File: src/rtl/fwm_pkg.sv
package fwm_pkg;
  localparam int NIB_W      = 4;
  localparam int ADDR_NIBS  = 7;
  localparam int ADDR_W     = NIB_W * ADDR_NIBS;
  localparam int SPACE_BIT  = 22;
  localparam int LOW_W      = 19;
  localparam int DATA_W     = 8;
  localparam int DATA_NIBS  = DATA_W / NIB_W;
  localparam int HTAR_CLKS  = 2;
  localparam int NIB_IDX_W  = (DATA_NIBS > 1) ? $clog2(DATA_NIBS) : 1;
  localparam int CNT_W      = $clog2(ADDR_NIBS);
  localparam int SPACE_NIB  = (ADDR_W - 1 - SPACE_BIT) / NIB_W;
  localparam int SPACE_POS  = SPACE_BIT % NIB_W;

  localparam logic [NIB_W-1:0] START_RD   = 4'b1101;
  localparam logic [NIB_W-1:0] START_WR   = 4'b1110;
  localparam logic [NIB_W-1:0] SIZE_BYTE  = 4'b0000;
  localparam logic [NIB_W-1:0] SYNC_READY = 4'b0000;
  localparam logic [NIB_W-1:0] TAR_NIB    = 4'b1111;

  typedef enum logic [3:0] {
    S_IDLE, S_FRAME, S_ADDR, S_MSIZE, S_WDATA, S_HTAR, S_SYNC, S_RDATA, S_TTAR
  } stateT;

  typedef enum logic [1:0] {DRV_NONE, DRV_SYNC, DRV_DATA, DRV_TAR} drvT;

  typedef struct packed {
    logic                 shiftAddr;
    logic                 capSpace;
    logic                 capWnib;
    logic                 capRdata;
    logic                 issueRd;
    logic                 issueWr;
    drvT                  drv;
    logic [NIB_IDX_W-1:0] nibIdx;
  } strobeT;
endpackage

File: src/rtl/fwm_ctrl.sv
module fwm_ctrl
  import fwm_pkg::*;
(
  input  logic             clk,
  input  logic             rstN,
  input  logic             frameN,
  input  logic [NIB_W-1:0] ladIn,
  input  logic [NIB_W-1:0] strapId,
  input  logic             busy,
  output strobeT           st
);
  stateT            state;
  logic [CNT_W-1:0] cnt;
  logic             isWrite;
  logic [NIB_W-1:0] startNib;
  logic             startOk;

  assign startOk = (startNib == START_RD) || (startNib == START_WR);

  always_ff @(posedge clk) begin
    if (!rstN) begin
      state    <= S_IDLE;
      cnt      <= '0;
      isWrite  <= 1'b0;
      startNib <= '0;
    end else if (!frameN) begin
      state    <= S_FRAME;
      startNib <= ladIn;
      cnt      <= '0;
    end else begin
      case (state)
        S_FRAME: begin
          cnt <= '0;
          if (startOk && ladIn == strapId) begin
            state   <= S_ADDR;
            isWrite <= (startNib == START_WR);
          end else begin
            state <= S_IDLE;
          end
        end
        S_ADDR: begin
          if (cnt == CNT_W'(ADDR_NIBS - 1)) begin
            state <= S_MSIZE;
            cnt   <= '0;
          end else cnt <= cnt + 1'b1;
        end
        S_MSIZE: begin
          cnt <= '0;
          if (ladIn != SIZE_BYTE) state <= S_IDLE;
          else state <= isWrite ? S_WDATA : S_HTAR;
        end
        S_WDATA: begin
          if (cnt == CNT_W'(DATA_NIBS - 1)) begin
            state <= S_HTAR;
            cnt   <= '0;
          end else cnt <= cnt + 1'b1;
        end
        S_HTAR: begin
          if (cnt == CNT_W'(HTAR_CLKS - 1)) begin
            state <= S_SYNC;
            cnt   <= '0;
          end else cnt <= cnt + 1'b1;
        end
        S_SYNC: begin
          cnt   <= '0;
          state <= isWrite ? S_TTAR : S_RDATA;
        end
        S_RDATA: begin
          if (cnt == CNT_W'(DATA_NIBS - 1)) begin
            state <= S_TTAR;
            cnt   <= '0;
          end else cnt <= cnt + 1'b1;
        end
        S_TTAR:  state <= S_IDLE;
        default: state <= S_IDLE;
      endcase
    end
  end

  always_comb begin
    st     = '0;
    st.drv = DRV_NONE;
    if (frameN) begin
      case (state)
        S_ADDR: begin
          st.shiftAddr = 1'b1;
          st.capSpace  = (cnt == CNT_W'(SPACE_NIB));
        end
        S_MSIZE: st.issueRd = !isWrite && (ladIn == SIZE_BYTE);
        S_WDATA: begin
          st.capWnib = 1'b1;
          st.nibIdx  = cnt[NIB_IDX_W-1:0];
        end
        S_HTAR:  st.capRdata = !isWrite && (cnt == CNT_W'(HTAR_CLKS - 1));
        S_SYNC: begin
          st.drv     = DRV_SYNC;
          st.issueWr = isWrite && !busy;
        end
        S_RDATA: begin
          st.drv    = DRV_DATA;
          st.nibIdx = cnt[NIB_IDX_W-1:0];
        end
        S_TTAR:  st.drv = DRV_TAR;
        default: st.drv = DRV_NONE;
      endcase
    end
  end

  // a low frame strobe always pulls the sequencer back to start capture
  p_abort_restart_r10: assert property (@(posedge clk) disable iff (!rstN)
    !frameN |=> state == S_FRAME);

  // a select mismatch leaves the cycle unanswered
  p_idsel_drop_r3: assert property (@(posedge clk) disable iff (!rstN)
    (state == S_FRAME && frameN && ladIn != strapId) |=> state == S_IDLE);

  // at most one backend action per clock
  p_strobe_excl_r11: assert property (@(posedge clk) disable iff (!rstN)
    $onehot0({st.issueRd, st.issueWr, st.capRdata}));
endmodule

File: src/rtl/fwm_dpath.sv
module fwm_dpath
  import fwm_pkg::*;
(
  input  logic              clk,
  input  logic              rstN,
  input  logic [NIB_W-1:0]  ladIn,
  input  logic [DATA_W-1:0] rspRdata,
  input  strobeT            st,
  output logic [NIB_W-1:0]  ladOut,
  output logic              ladOe,
  output logic              reqValid,
  output logic              reqWrite,
  output logic              reqSpace,
  output logic [LOW_W-1:0]  reqAddr,
  output logic [DATA_W-1:0] reqWdata
);
  logic [LOW_W-1:0]  lowAddr;
  logic              spaceBit;
  logic [DATA_W-1:0] wdata;
  logic [DATA_W-1:0] rdata;
  logic [NIB_W-1:0]  rdNib [DATA_NIBS];

  always_ff @(posedge clk) begin
    if (!rstN) begin
      lowAddr  <= '0;
      spaceBit <= 1'b0;
      wdata    <= '0;
      rdata    <= '0;
      reqValid <= 1'b0;
      reqWrite <= 1'b0;
    end else begin
      if (st.shiftAddr) lowAddr <= {lowAddr[LOW_W-NIB_W-1:0], ladIn};
      if (st.capSpace)  spaceBit <= ladIn[SPACE_POS];
      if (st.capWnib) begin
        for (int i = 0; i < DATA_NIBS; i++)
          if (st.nibIdx == NIB_IDX_W'(i)) wdata[i*NIB_W +: NIB_W] <= ladIn;
      end
      if (st.capRdata) rdata <= rspRdata;
      reqValid <= st.issueRd | st.issueWr;
      reqWrite <= st.issueWr;
    end
  end

  for (genvar g = 0; g < DATA_NIBS; g++) begin : g_rdnib
    assign rdNib[g] = rdata[g*NIB_W +: NIB_W];
  end

  always_comb begin
    ladOe  = 1'b0;
    ladOut = '0;
    case (st.drv)
      DRV_SYNC: begin ladOe = 1'b1; ladOut = SYNC_READY; end
      DRV_DATA: begin ladOe = 1'b1; ladOut = rdNib[st.nibIdx]; end
      DRV_TAR:  begin ladOe = 1'b1; ladOut = TAR_NIB; end
      default:  begin ladOe = 1'b0; ladOut = '0; end
    endcase
  end

  assign reqAddr  = lowAddr;
  assign reqSpace = spaceBit;
  assign reqWdata = wdata;

  // each request is a single-clock pulse
  p_req_pulse_r11: assert property (@(posedge clk) disable iff (!rstN)
    reqValid |=> !reqValid);

  // the closing turnaround clock is followed by released lines
  p_tar_release_r8: assert property (@(posedge clk) disable iff (!rstN)
    (st.drv == DRV_TAR) |=> !ladOe);
endmodule

File: src/rtl/fwm_target.sv
module fwm_target
  import fwm_pkg::*;
(
  input  logic              clk,
  input  logic              rstN,
  input  logic              frameN,
  input  logic [3:0]        ladIn,
  input  logic [3:0]        strapId,
  output logic [3:0]        ladOut,
  output logic              ladOe,
  output logic              reqValid,
  output logic              reqWrite,
  output logic              reqSpace,
  output logic [18:0]       reqAddr,
  output logic [7:0]        reqWdata,
  input  logic [7:0]        rspRdata,
  input  logic              busy
);
  strobeT st;

  fwm_ctrl u_ctrl (
    .clk(clk), .rstN(rstN), .frameN(frameN), .ladIn(ladIn),
    .strapId(strapId), .busy(busy), .st(st)
  );

  fwm_dpath u_dpath (
    .clk(clk), .rstN(rstN), .ladIn(ladIn), .rspRdata(rspRdata), .st(st),
    .ladOut(ladOut), .ladOe(ladOe), .reqValid(reqValid), .reqWrite(reqWrite),
    .reqSpace(reqSpace), .reqAddr(reqAddr), .reqWdata(reqWdata)
  );

  // no write request follows a busy SYNC clock
  p_busy_write_r9: assert property (@(posedge clk) disable iff (!rstN)
    (reqValid && reqWrite) |-> !$past(busy));

  // the clock after a read request is still host turnaround
  p_read_gap_r6: assert property (@(posedge clk) disable iff (!rstN)
    (reqValid && !reqWrite) |=> !ladOe);
endmodule

File: config.mk
export PLATFORM = sky130hd
export DESIGN_NAME = fwm_target
export DESIGN_NICKNAME = d
export VERILOG_FILES = /design/src/rtl/fwm_pkg.sv /design/src/rtl/fwm_ctrl.sv /design/src/rtl/fwm_dpath.sv /design/src/rtl/fwm_target.sv
export SDC_FILE = /design/constraint.sdc
export NUM_CORES = 1
export LEC_CHECK = 0
export ABC_AREA = 0
export CAP_MARGIN = 20
export CORE_AREA = 2 2 71 73
export DETAILED_ROUTE_END_ITERATION = 8
export DIE_AREA = 0 0 73 75
export PLACE_DENSITY_LB_ADDON = 0.15
export RECOVER_POWER = 100
export SYNTH_ARGS = -nofsm -noshare
export SYNTH_HDL_FRONTEND = slang
export SYNTH_SLANG_ARGS = --single-unit
export TNS_END_PERCENT = 1
File: constraint.sdc
create_clock -name clk -period 3.32 [get_ports clk]
set_input_delay 0.664 -clock clk [delete_from_list [all_inputs] [get_ports clk]]
set_output_delay 0.664 -clock clk [all_outputs]
set_load 0.1 [all_outputs]
=== Yosys cells after proc, flatten, opt, wreduce, memory -nomap -nowiden ===
Index checks and enable logic that the tools add are counted.

* Add/sub/neg operators: 1
* $lt $le $gt $ge: 1
* Equal/unequal tests: 24
* Mux-type cells: 26
* Bitwise operators: 3
* Reduce and logical (&&, ||, !) cells: 20

{| class="wikitable"
|+ Operators by type and width
! cell !! count
|-
| two-way mux 4 bit || 9
|-
| one-hot mux 4 bit (7 select lines) || 1
|-
| == test 4 x 3 -> 1 bit, second input constant || 4
|-
| == test 4 bit, second input constant || 3
|-
| != test 3 x 2 -> 1 bit, second input constant || 4
|-
| two-way mux 9 bit || 1
|-
| one-hot mux 3 bit (3 select lines) || 1
|-
| OR reduction 3 bit || 3
|-
| == test 4 x 2 -> 1 bit, second input constant || 2
|-
| two-way mux 1 bit || 8
|-
| != test 2 x 1 -> 1 bit, second input constant || 4
|-
| one-hot mux 4 bit (2 select lines) || 1
|-
| AND reduction 4 bit || 2
|-
| two-way mux 3 bit || 2
|-
| one-hot mux 2 bit (3 select lines) || 1
|-
| AND reduction 2 bit || 3
|-
| == test 2 bit, second input constant || 2
|-
| == test 4 x 1 -> 1 bit, second input constant || 1
|-
| == test 4 bit || 1
|-
| logical AND 1 bit || 4
|-
| zero test 4 bit || 1
|-
| two-way mux 2 bit || 2
|-
| nonzero test 4 bit || 1
|-
| adder 3 x 1 -> 3 bit, second input constant || 1
|-
| 12 further kinds || 13
|}

* Register bits after elaboration: 50
* Input port bits: 20
* Output and inout port bits: 35
* Word-level logic and storage cells: 87

=== Depth between registers and ports, before layout ===
Gate-level depths: netlist of run 1.

* Depth after elaboration: 9
* Mapped depth: 7
* Depth with buffers taken out: 4

=== Modules after synthesis ===
A second synthesis of run 1 with hierarchy kept.

* Cell total of the unflattened synthesis: 244
* Area, all modules: 2459.9 µm²

{| class="wikitable"
|+ Modules (own cells, without submodules)
! module !! times used !! cells each !! area each (µm²) !! seq. area each (µm²)
|-
| fwm_dpath || 1 || 136 || 1529.0 || 760.7
|-
| fwm_ctrl || 1 || 108 || 930.9 || 240.2
|}

=== Worst setup path after synthesis of run 1 ===
OpenSTA, ideal clock, no wires.

* Kind: input -> output
* Start: input port frameN
* End: output port ladOe
* Arrival: 3229 ps
* Data required time: 2656 ps
* Slack: -573 ps
* Stages: 2
* Path buffers: 1
* Path through: buf_1 > a21boi_0

* Word-level cells in the longest chain between the ends: 4
* Elaborated cells between the ends (all ways): 6
* Classes of those cells: 3 x eq/ne; 2 x mux; 1 x reduce/logical

{| class="wikitable"
|+ RTL lines
! item !! RTL line !! source
|-
| start: declaration || fwm_target.sv:6 || <nowiki>input logic frameN,</nowiki>
|-
| two-way mux 9 bit (*) || fwm_ctrl.sv:83 || <nowiki>if (frameN) begin</nowiki>
|-
| == test 2 x 1 -> 1 bit / == test 2 bit (equally long branches) || fwm_dpath.sv:51 || <nowiki>case (st.drv)</nowiki>
|-
| OR reduction 3 bit (no line) (*) || - ||
|-
| two-way mux 1 bit (*) || fwm_dpath.sv:51 ||
|-
| end: declaration || fwm_target.sv:10 || <nowiki>output logic ladOe,</nowiki>
|}

Mark *: on every way between the ends. The rest lies on a longest branch, timed or not.

=== Worst setup path in the final report of run 1 ===
* Start: input port frameN
* End: output port ladOut[0]

* Word-level cells in the longest chain between the ends: 6
* Elaborated cells between the ends (all ways): 8
* Classes of those cells: 2 x eq/ne; 5 x mux; 1 x bitwise

{| class="wikitable"
|+ RTL lines
! item !! RTL line !! source
|-
| two-way mux 9 bit (*) || fwm_ctrl.sv:83 ||
|-
| NOT 1 -> 2 bit (implied by the code) || fwm_dpath.sv:53 || <nowiki>DRV_DATA: begin ladOe = 1'b1; ladOut = rdNib[st.nibIdx]; end</nowiki>
|-
| two-way mux 4 bit (implied by the code) (3 in a row) || fwm_dpath.sv:53 ||
|-
| one-hot mux 4 bit (2 select lines) (*) || fwm_dpath.sv:51 ||
|-
| end: declaration || fwm_target.sv:9 || <nowiki>output logic [3:0] ladOut,</nowiki>
|}

Mark *: on every way between the ends. The rest lies on a longest branch, timed or not. The select of a mux whose other input is x is not followed.

==> results of run 1 <==
[synth_stat cells]
cell type / n
a211o_1: 1
a211oi_1: 1
a21boi_0: 2
a21oi_1: 39
a2bb2oi_1: 1
a311o_1: 1
a31oi_1: 3
a32o_1: 1
and2_1: 1
and3_1: 1
buf_1: 1
buf_2: 3
buf_4: 1
clkbuf_1: 13
dfxtp_1: 50
inv_1: 6
mux2i_1: 17
nand2_1: 56
nand2b_1: 6
nand3_1: 14
nand3b_1: 3
nand4b_1: 1
nand4bb_1: 2
nor2_1: 20
nor2b_1: 3
nor3_1: 6
nor4_1: 2
nor4_4: 1
nor4b_2: 1
nor4bb_1: 1
o21ai_0: 5
o21bai_1: 1
o22ai_1: 3
o31ai_1: 1
or3_1: 2
or3b_4: 1
or4_1: 4
or4b_2: 1
xnor2_1: 3
xor2_1: 4
[how the worst min path moves through the flow]
| stage | to | slack, ns | depth (start not counted) |
|---|---|---|---|
| after global routing | u_dpath.reqWdata[5] | 0.48 | 2 |
| after floorplan | u_dpath.rdata[0] | 0.46 | 2 |
| final | u_dpath.reqAddr[16] | 0.46 | 2 |
| after detailed placement | u_dpath.reqWdata[4] | 0.45 | 2 |
| after global placement | u_dpath.reqWdata[4] | 0.44 | 2 |
| after CTS | u_dpath.reqWdata[4] | 0.46 | 2 |
[sequential cells by signal, summed over array words and instances, names as in the netlist]
name and count:
u_ctrl.cnt 3, u_ctrl.isWrite 1, u_ctrl.startNib 4, u_ctrl.state 4
u_dpath.rdata 8, u_dpath.reqAddr 19, u_dpath.reqSpace 1, u_dpath.reqValid 1
u_dpath.reqWdata 8, u_dpath.reqWrite 1
[power groups by stage]
stage          Sequential [mW]  Clock (mW)  Combinational (mW)
2_1_floorplan            0.620           0              0.0311
3_3_place_gp             0.622           0              0.0687
3_5_place_dp             0.622           0              0.0692
4_1_cts                  0.608       0.394              0.0695
5_1_grt                  0.609       0.419              0.0747
6_report                 0.608       0.387              0.0680
[logic make-up after synthesis]
kind of cell	Yosys count	synth area share, %
AND/OR/NAND/NOR	126	27.5
buffers and inverters	24	4.26
AO/OA/AOI/OAI	59	14.5
multiplexers	17	7.42
flip-flops	50	43.6
XOR/XNOR	7	2.67
[final cells by class]
| cell class | instances | share of cell area [%] |
|---|---|---|
| inverters | 6 | 0.793 |
| multi-input cells | 209 | 41.9 |
| well taps | 54 | 2.38 |
| clock inverters | 2 | 0.617 |
| flip-flops and latches | 50 | 35.3 |
| clock buffers | 6 | 2.91 |
| repair buffers | 63 | 16.2 |
[through the flow]
stage | util (%) | setup TNS, ns | power [mW]
5_1_grt | 60.9 | 0 | 1.10
6_report | 60.9 | 0 | 1.06
4_1_cts | 63.7 | 0 | 1.07
3_3_place_gp | 61.6 | 0 | 0.691
3_5_place_dp | 61.6 | 0 | 0.691
2_1_floorplan | - | -1.24 | 0.652
[critical path, cell delays in order]
cell and delay (ns):
clkdlybuf4s50_1 0.51, nand3b_1 0.16, nor4b_1 0.38, buf_4 0.21, mux2i_1 0.07, a21oi_1 0.25
buf_12 0.21
[routing by layer]
| layer | GRT usage, % | share of wire [%] | vias to the layer above |
|---|---|---|---|
| li1 | - | - | 1081 |
| met1 | 29.0 | 47 | 1006 |
| met2 | 31.9 | 46 | 61 |
| met3 | 5.35 | 6.2 | 6 |
| met4 | 7.41 | 1.2 | 0 |
| met5 | 0 | 0 | - |
==> results.txt, run 1 <==
Status: finished with violations
Failing checks: max-capacitance violations, max-slew violations
Comb power frac: 6.4%
Most frequent cells in the layout: nand2_1, dfxtp_1, a21oi_1
Tcrit/Tclk final: 94.3%
DR vias: 2154
Final net count: 355
Clock Power Share: 36.4%
CP startpoint kind: input port
Arr. time, crit path: 2.47 ns
DR vias/cell: 5.52
Crit path to: ladOut[0]
I/O pin cnt: 55
Syn Nets: 303
Starting Density: 49.2%
RR Endpoint: u_dpath.rdata[2]
Core footprint: 0.00466 mm2
Mapped Area: 0.00229 mm2
DIE HEIGHT: 75 um
Hold WS: 0.458 ns
HP Start: u_dpath.reqAddr[16]
Cell Area, Placed: 0.00287 mm2
Fin. max-slew vios: 42
First-pass iteration count of the detailed router: 4
Die X-Extent: 73 um
Clk_skew: 0.00627 ns
P per Cell Area: 374 mW/mm2
Placed Cells: 382
Max-slew headroom: -17.6%
Pin count of the biggest net entering global routing: 42
Clk buf depth: 2
Port-buffer cells: 54
First-pass GRT wire length: 8960 um
Hold buffer count at cts: 0
Maximum Capacitance Violations: 1
Final WS setup: 0.190 ns
Top cells by area, synth: dfxtp_1, nand2_1, a21oi_1
# resized after CTS: 0
WS Path Type: in2out
Storage cell area: 0.00100 mm2
Yosys warns: 0
Critical Path RT: 2.66 ns
Antenna diodes: 0
Synth cell types: 40
Clk pin slew, worst setup/hold paths: 0.10 ns
Synth top area share: 43.6%
Gr usage total: 21.0%
Worst-case reg-to-reg path depth: 4
Final WL: 5380 um
Worst-skew pair later-pin latency: 0.31 ns
Clock root cell: clkbuf_8
Crit-path max FO: 4
Switching part of the total: 23.9%
Count of final setup violators: 0
Design Area, Final: 0.00284 mm2
Sw power: 0.254 mW
Post-CTS setup buffers: 0
Layout cells sized above 1: 6.55%
Flop and latch count out of synthesis: 50
Total congestion overflow: 0
Fill cell count: 485
Pre-CTS setup slack: 0.258 ns
RD Place Congestion: 0.870
Worst hold path type: reg2reg
Most common cell after layout, fill and taps aside: nand2_1
Cells after Synth: 283
Final Hold Fails: 0
CTS tree: built
Element type at the critical path end: primary output
DRC: 0
Worst r2r src: u_ctrl.state[2]
Die area: 0.00548 mm2
Worst-margin pin slew: 1.76 ns
Fmax: 320 MHz
Layout Cells excl Fill: 390
Sequential area share after synthesis: 43.6%
Num CTS Buffers: 5
Avg Cell Area, Syn: 8.10 um2
Pleak: 0.897 nW
Pint: 0.809 mW
Worst reg2reg setup slack: 1.09 ns
Critical Path Start: frameN
Worst vdd ir: 0.000274 V
DRT antenna net count: 0
Sequential power share: 57.2%
RSZ-0062 raised after global routing: false
Initial antenna violation count: 0
Final min period: 3.13 ns
Multi-input gate area: 0.00119 mm2
Detailed Route Iter0 Violations: 165
Routed len/inst: 13.8 um
DPL Wire Length: 3690 um
Largest area contributor in the netlist: dfxtp_1
Area Growth Syn to Fin: 23.8%
Clk sink count: 50
H-tree Lvls: 2
Vias in the first global route: 1945
Rows: 25
(Power assumes the default switching activity.)
==> inputs of run 2 (changes only) <==
--- a/config.mk
+++ b/config.mk
@@ -7,11 +7,11 @@
 export LEC_CHECK = 0
 export ABC_AREA = 0
 export CAP_MARGIN = 20
-export CORE_AREA = 2 2 71 73
+export CORE_AREA = 2 2 84 86
 export DETAILED_ROUTE_END_ITERATION = 8
-export DIE_AREA = 0 0 73 75
+export DIE_AREA = 0 0 86 88
 export PLACE_DENSITY_LB_ADDON = 0.15
-export RECOVER_POWER = 100
+export RECOVER_POWER = 25
 export SYNTH_ARGS = -nofsm -noshare
 export SYNTH_HDL_FRONTEND = slang
 export SYNTH_SLANG_ARGS = --single-unit
==> results.txt, run 2 (synthesis gave the netlist of run 1 again) <==
I/O pin cnt: 55 (unchanged)
WS Path Type: in2out (unchanged)
Area Growth Syn to Fin: 28.2% (was 23.8%)
Starting Density: 34.5% (was 49.2%)
Worst vdd ir: 0.000168 V (was 0.000274 V)
Most common cell after layout, fill and taps aside: nand2_1 (unchanged)
Final net count: 355 (unchanged)
RSZ-0062 raised after global routing: false (unchanged)
Port-buffer cells: 54 (unchanged)
Final Hold Fails: 0 (unchanged)
Pleak: 0.957 nW (was 0.897 nW)
CP max stage cell: clkdlybuf4s50_1 (unchanged)
# resized after CTS: 0 (unchanged)
Gr usage total: 15.5% (was 21.0%)
Fmax: 329 MHz (was 320 MHz)
Clk sink count: 50 (unchanged)
Final WL: 5730 um (was 5380 um)
Max FFs per register: 19 (unchanged)
DRC: 0 (unchanged)
Worst-margin pin slew: 1.19 ns (was 1.76 ns)
First-pass iteration count of the detailed router: 4 (unchanged)
Total congestion overflow: 0 (unchanged)
Fin. max-slew vios: 0 (was 42)
CTS tree: built (unchanged)
RD Place Congestion: 0.923 (was 0.870)
Crit-path max FO: 4 (unchanged)
Detailed Route Iter0 Violations: 182 (was 165)
First-pass GRT wire length: 9360 um (was 8960 um)
Hold WS: 0.459 ns (was 0.458 ns)
DIE HEIGHT: 88 um (was 75 um)
Final Core Density: 44.3% (was 60.9%)
Critical Path RT: 2.66 ns (about the same)
Status: finished clean (was finished with violations)
Max-slew headroom: 21.1% (was -17.6%)
Final min period: 3.04 ns (was 3.13 ns)
H-tree Lvls: 2 (unchanged)
Worst hold path type: reg2reg (unchanged)
Clock root cell: clkbuf_8 (unchanged)
Buf/Inv on CP: 3 (unchanged)
Worst path cell trace: clkdlybuf4s50_1, nand3b_1, nor4b_2, buf_4, mux2i_1, a21oi_1, buf_12 (was clkdlybuf4s50_1, nand3b_1, nor4b_1, buf_4, mux2i_1, a21oi_1, buf_12)
Most frequent cells in the layout: nand2_1, dfxtp_1, a21oi_1 (unchanged)
Crit path max-delay family: buffers and inverters (unchanged)
Clk pin slew, worst setup/hold paths: 0.09 ns (was 0.10 ns)
Pre-CTS setup slack: 0.278 ns (was 0.258 ns)
Layout cells sized above 1: 10.7% (was 6.55%)
Hold buffer count at cts: 0 (unchanged)
Element type at the critical path end: primary output (unchanged)
DRT antenna net count: 0 (unchanged)
Final WS setup: 0.277 ns (was 0.190 ns)
Maximum Capacitance Violations: 0 (was 1)
Routed len/inst: 13.8 um (about the same)
Rows: 30 (was 25)
Antenna diodes: 0 (unchanged)
Count of final setup violators: 0 (unchanged)
Initial antenna violation count: 0 (unchanged)
Pin count of the biggest net entering global routing: 25 (was 42)
P per Cell Area: 376 mW/mm2 (was 374 mW/mm2)
DPL Wire Length: 4080 um (was 3690 um)
Max stage delay on crit path: 0.52 ns (was 0.51 ns)
Tcrit/Tclk final: 91.7% (was 94.3%)
Clk_skew: 0.0116 ns (was 0.00627 ns)
Core footprint: 0.00664 mm2 (was 0.00466 mm2)
Setup TNS: 0 ns (unchanged)
Arr. time, crit path: 2.38 ns (was 2.47 ns)
Die X-Extent: 86 um (was 73 um)
Die area: 0.00757 mm2 (was 0.00548 mm2)
DR vias: 2119 (was 2154)
CP startpoint kind: input port (unchanged)
Num CTS Buffers: 5 (unchanged)
Post-CTS setup buffers: 0 (unchanged)
Total chip power: 1.11 mW (was 1.06 mW)
Clk buf depth: 2 (unchanged)
Vias in the first global route: 1953 (was 1945)
DR vias/cell: 5.09 (was 5.52)
Worst-skew pair later-pin latency: 0.30 ns (was 0.31 ns)
run 2: changes by cell type in the layout (fill, tap and decap cells not counted):
cell,delta
buf_4,+14
clkbuf_1,-13
clkdlybuf4s50_1,+2
clkinv_4,-2
dlygate4sd3_1,-2
a21boi_0,-1
a21boi_1,+1
bufinv_16,+1
clkbuf_8,-1
clkinvlp_4,+1
nor4b_1,-1
nor4b_2,+1
run 2: per-layer routing:
metal / global-route usage (%) / vias to the layer above / share of wire [%]
li1: - / 1089 / -
met1: 21.6 / 974 / 49
met2: 23.7 / 52 / 45
met3: 3.86 / 4 / 4.3
met4: 5.05 / 0 / 0.96
met5: 0 / - / 0
run 2: power breakdown:
| part | switching, mW | internal [mW] |
|---|---|---|
| Combinational | 0.0354 | 0.0349 |
| Clock | 0.203 | 0.225 |
| Sequential | 0.00476 | 0.603 |
run 2: final cells by class:
class                      instances  area [um2]
clock inverter                     2        37.5
clock buffer                       6        72.6
sequential                        50        1000
inverter                           6        22.5
fill                             706        3700
tap                               80         100
multi-input combinational        209        1190
timing repair buffer              63         512
run 2: per-stage QoR:
| stage | cell area, um2 | std cells |
|---|---|---|
| 2_1_floorplan | 2290 | 283 |
| 3_3_place_gp | 2900 | 408 |
| 3_5_place_dp | 2900 | 408 |
| 4_1_cts | 3010 | 416 |
| 5_1_grt | 2940 | 416 |
| 6_report | 2940 | 416 |
run 2: path summary, 6_finish.rpt:
check | startpoint | endpoint | slack, ns | depth (start not counted)
setup / recovery | frameN | ladOut[2] | 0.28 | 7
hold reg to reg | u_dpath.reqWdata[5] | u_dpath.reqWdata[5] | 0.46 | 2
hold / removal | u_dpath.reqWdata[5] | u_dpath.reqWdata[5] | 0.46 | 2
setup reg to reg | u_ctrl.state[1] | u_dpath.reqAddr[7] | 1.14 | 4
run 2: worst min-delay path: cells and delay by family, from the launching register on:
family | cells | cell delay [ns]
compound gates | 1 | 0.05
simple gates | 1 | 0.05
flops | 1 | 0.32
==> inputs of run 3 (changes only) <==
--- a/config.mk
+++ b/config.mk
@@ -6,10 +6,12 @@
 export NUM_CORES = 1
 export LEC_CHECK = 0
 export ABC_AREA = 0
+export ABC_CLOCK_PERIOD_IN_PS = 3320
 export CAP_MARGIN = 20
-export CORE_AREA = 2 2 84 86
+export CORE_AREA = 10 10 92 94
 export DETAILED_ROUTE_END_ITERATION = 8
-export DIE_AREA = 0 0 86 88
+export DIE_AREA = 0 0 102 104
+export MAX_ROUTING_LAYER = met4
 export PLACE_DENSITY_LB_ADDON = 0.15
 export RECOVER_POWER = 25
 export SYNTH_ARGS = -nofsm -noshare
==> results.txt, run 3 (synthesis gave the netlist of run 1 again) <==
Element type at the critical path end: primary output (unchanged)
Post-CTS setup buffers: 0 (unchanged)
Failing checks: max-capacitance violations, max-slew violations
Status: finished with violations (was finished clean)
Worst hold path type: reg2reg (unchanged)
DR vias: 2117 (was 2119)
Fill cell count: 702 (was 706)
Core footprint: 0.00668 mm2 (was 0.00664 mm2)
Switching part of the total: 22.2% (was 22.0%)
Die X-Extent: 102 um (was 86 um)
Crit-path max FO: 4 (unchanged)
Clk_skew: 0.00423 ns (was 0.0116 ns)
Clk pin slew, worst setup/hold paths: 0.09 ns (about the same)
Total chip power: 1.10 mW (was 1.11 mW)
DPL Wire Length: 4380 um (was 4080 um)
Clk sink count: 50 (unchanged)
RSZ-0062 raised after global routing: false (unchanged)
RD Place Congestion: 0.879 (was 0.923)
Hold buffer count at cts: 0 (unchanged)
Buf/Inv on CP: 3 (unchanged)
Count of final setup violators: 0 (unchanged)
Num CTS Buffers: 5 (unchanged)
CTS tree: built (unchanged)
Final Hold Fails: 0 (unchanged)
Fmax: 328 MHz (was 329 MHz)
Worst vdd ir: 0.000190 V (was 0.000168 V)
Tcrit/Tclk final: 92.0% (was 91.7%)
DIE HEIGHT: 104 um (was 88 um)
Arr. time, crit path: 2.39 ns (was 2.38 ns)
Maximum Capacitance Violations: 1 (was 0)
Area Growth Syn to Fin: 28.1% (was 28.2%)
First-pass iteration count of the detailed router: 4 (unchanged)
Layout cells sized above 1: 11.1% (was 10.7%)
I/O pin cnt: 55 (unchanged)
Sw power: 0.245 mW (was 0.243 mW)
Max FFs per register: 19 (unchanged)
WS Path Type: in2out (unchanged)
Pint: 0.859 mW (was 0.863 mW)
# resized after CTS: 0 (unchanged)
Port-buffer cells: 54 (unchanged)
Total congestion overflow: 0 (unchanged)
Fin. max-slew vios: 42 (was 0)
Detailed Route Iter0 Violations: 141 (was 182)
Antenna diodes: 0 (unchanged)
Clk buf depth: 2 (unchanged)
Final net count: 354 (was 355)
DR vias/cell: 5.11 (was 5.09)
Max-slew headroom: -25.0% (was 21.1%)
Critical Path RT: 2.66 ns (about the same)
Vias in the first global route: 2000 (was 1953)
Die area: 0.0106 mm2 (was 0.00757 mm2)
Initial antenna violation count: 0 (unchanged)
DRT antenna net count: 0 (unchanged)
First-pass GRT wire length: 10100 um (was 9360 um)
Most frequent cells in the layout: nand2_1, dfxtp_1, a21oi_1 (unchanged)
Pleak: 0.965 nW (was 0.957 nW)
Final WS setup: 0.267 ns (was 0.277 ns)
Comb power frac: 6.2% (was 6.4%)
Routed len/inst: 14.8 um (was 13.8 um)
Worst-skew pair later-pin latency: 0.30 ns (about the same)
Clock root cell: clkbuf_8 (unchanged)
H-tree Lvls: 2 (unchanged)
Sequential power share: 55.1% (was 55.0%)
Pre-CTS setup slack: 0.293 ns (was 0.278 ns)
Final WL: 6140 um (was 5730 um)
Crit path max-delay family: buffers and inverters (unchanged)
P per Cell Area: 376 mW/mm2 (about the same)
Final min period: 3.05 ns (was 3.04 ns)
Max stage delay on crit path: 0.52 ns (about the same)
Gr usage total: 11.9% (was 15.5%)
Rows: 30 (unchanged)
Clock Power Share: 38.6% (was 38.7%)
CP startpoint kind: input port (unchanged)
CP max stage cell: clkdlybuf4s50_1 (unchanged)
Most common cell after layout, fill and taps aside: nand2_1 (unchanged)
Worst path cell trace: clkdlybuf4s50_1, nand3b_1, nor4b_2, buf_4, mux2i_1, a21oi_1, buf_12 (unchanged)
Pin count of the biggest net entering global routing: 42 (was 25)
Worst-margin pin slew: 1.88 ns (was 1.19 ns)
Starting Density: 34.3% (was 34.5%)
DRC: 0 (unchanged)
## run 3: changes by cell type in the layout (fill, tap and decap cells not counted)
cell and delta:
clkbuf_1 -3, clkinvlp_4 -1, buf_4 +1, clkinv_4 +1, clkdlybuf4s50_1 -1, dlygate4sd3_1 +1
## run 3: path summary, 6_finish.rpt
check / from / endpoint / slack, ns / cells past startpoint
worst max-delay path: frameN / ladOut[0] / 0.27 / 7
worst min-delay path: u_dpath.reqWdata[0] / u_dpath.reqWdata[0] / 0.46 / 2
worst max register to register: u_ctrl.state[3] / u_dpath.rdata[6] / 1.24 / 4
worst min register to register: u_dpath.reqWdata[0] / u_dpath.reqWdata[0] / 0.46 / 2
## run 3: stage by stage
stage | TNS [ns] | util, % | area, um2 | cells | hold WS, ns
3_3_place_gp | 0 | 43.3 | 2890 | 407 | 0.446
5_1_grt | 0 | 44.0 | 2940 | 414 | 0.476
4_1_cts | 0 | 44.9 | 3000 | 414 | 0.464
2_1_floorplan | -1.24 | - | 2290 | 283 | 0.460
6_report | 0 | 44.0 | 2940 | 414 | 0.459
3_5_place_dp | 0 | 43.3 | 2890 | 407 | 0.450
## run 3: power groups by stage
stage                     sequential [mW]  combinational, mW  clock (mW)
after CTS                           0.608             0.0697       0.439
after global routing                0.609             0.0746       0.464
final                               0.608             0.0688       0.426
after detailed placement            0.622             0.0693           0
after floorplan                     0.620             0.0311           0
after global placement              0.622             0.0697           0
## run 3: worst register-to-register path, delay by kind of cell, from the launching register on
| family | cells | cell delay (ns) |
|---|---|---|
| multiplexers | 1 | 0.27 |
| AND/OR/NAND/NOR | 3 | 1.12 |
| flip-flops | 1 | 0.51 |
## run 3: layout make-up
class,count,area [um2],area share [%]
Clock buffer,5,68.8,2.34
Clock inverter,2,38.8,1.32
Inverter,6,22.5,0.767
Multi-Input combinational cell,209,1190,40.7
Sequential cell,50,1000,34.1
Tap cell,80,100,3.41
Timing Repair Buffer,62,512,17.4
## run 3: layer usage
metal | track usage, % | wire length [um] | share of wire, %
met1 | 16.1 | 2920 | 48
met4 | 4.03 | 76 | 1.2
met2 | 16.7 | 2740 | 45
met3 | 2.92 | 400 | 6.5
met5 | - | 0 | 0
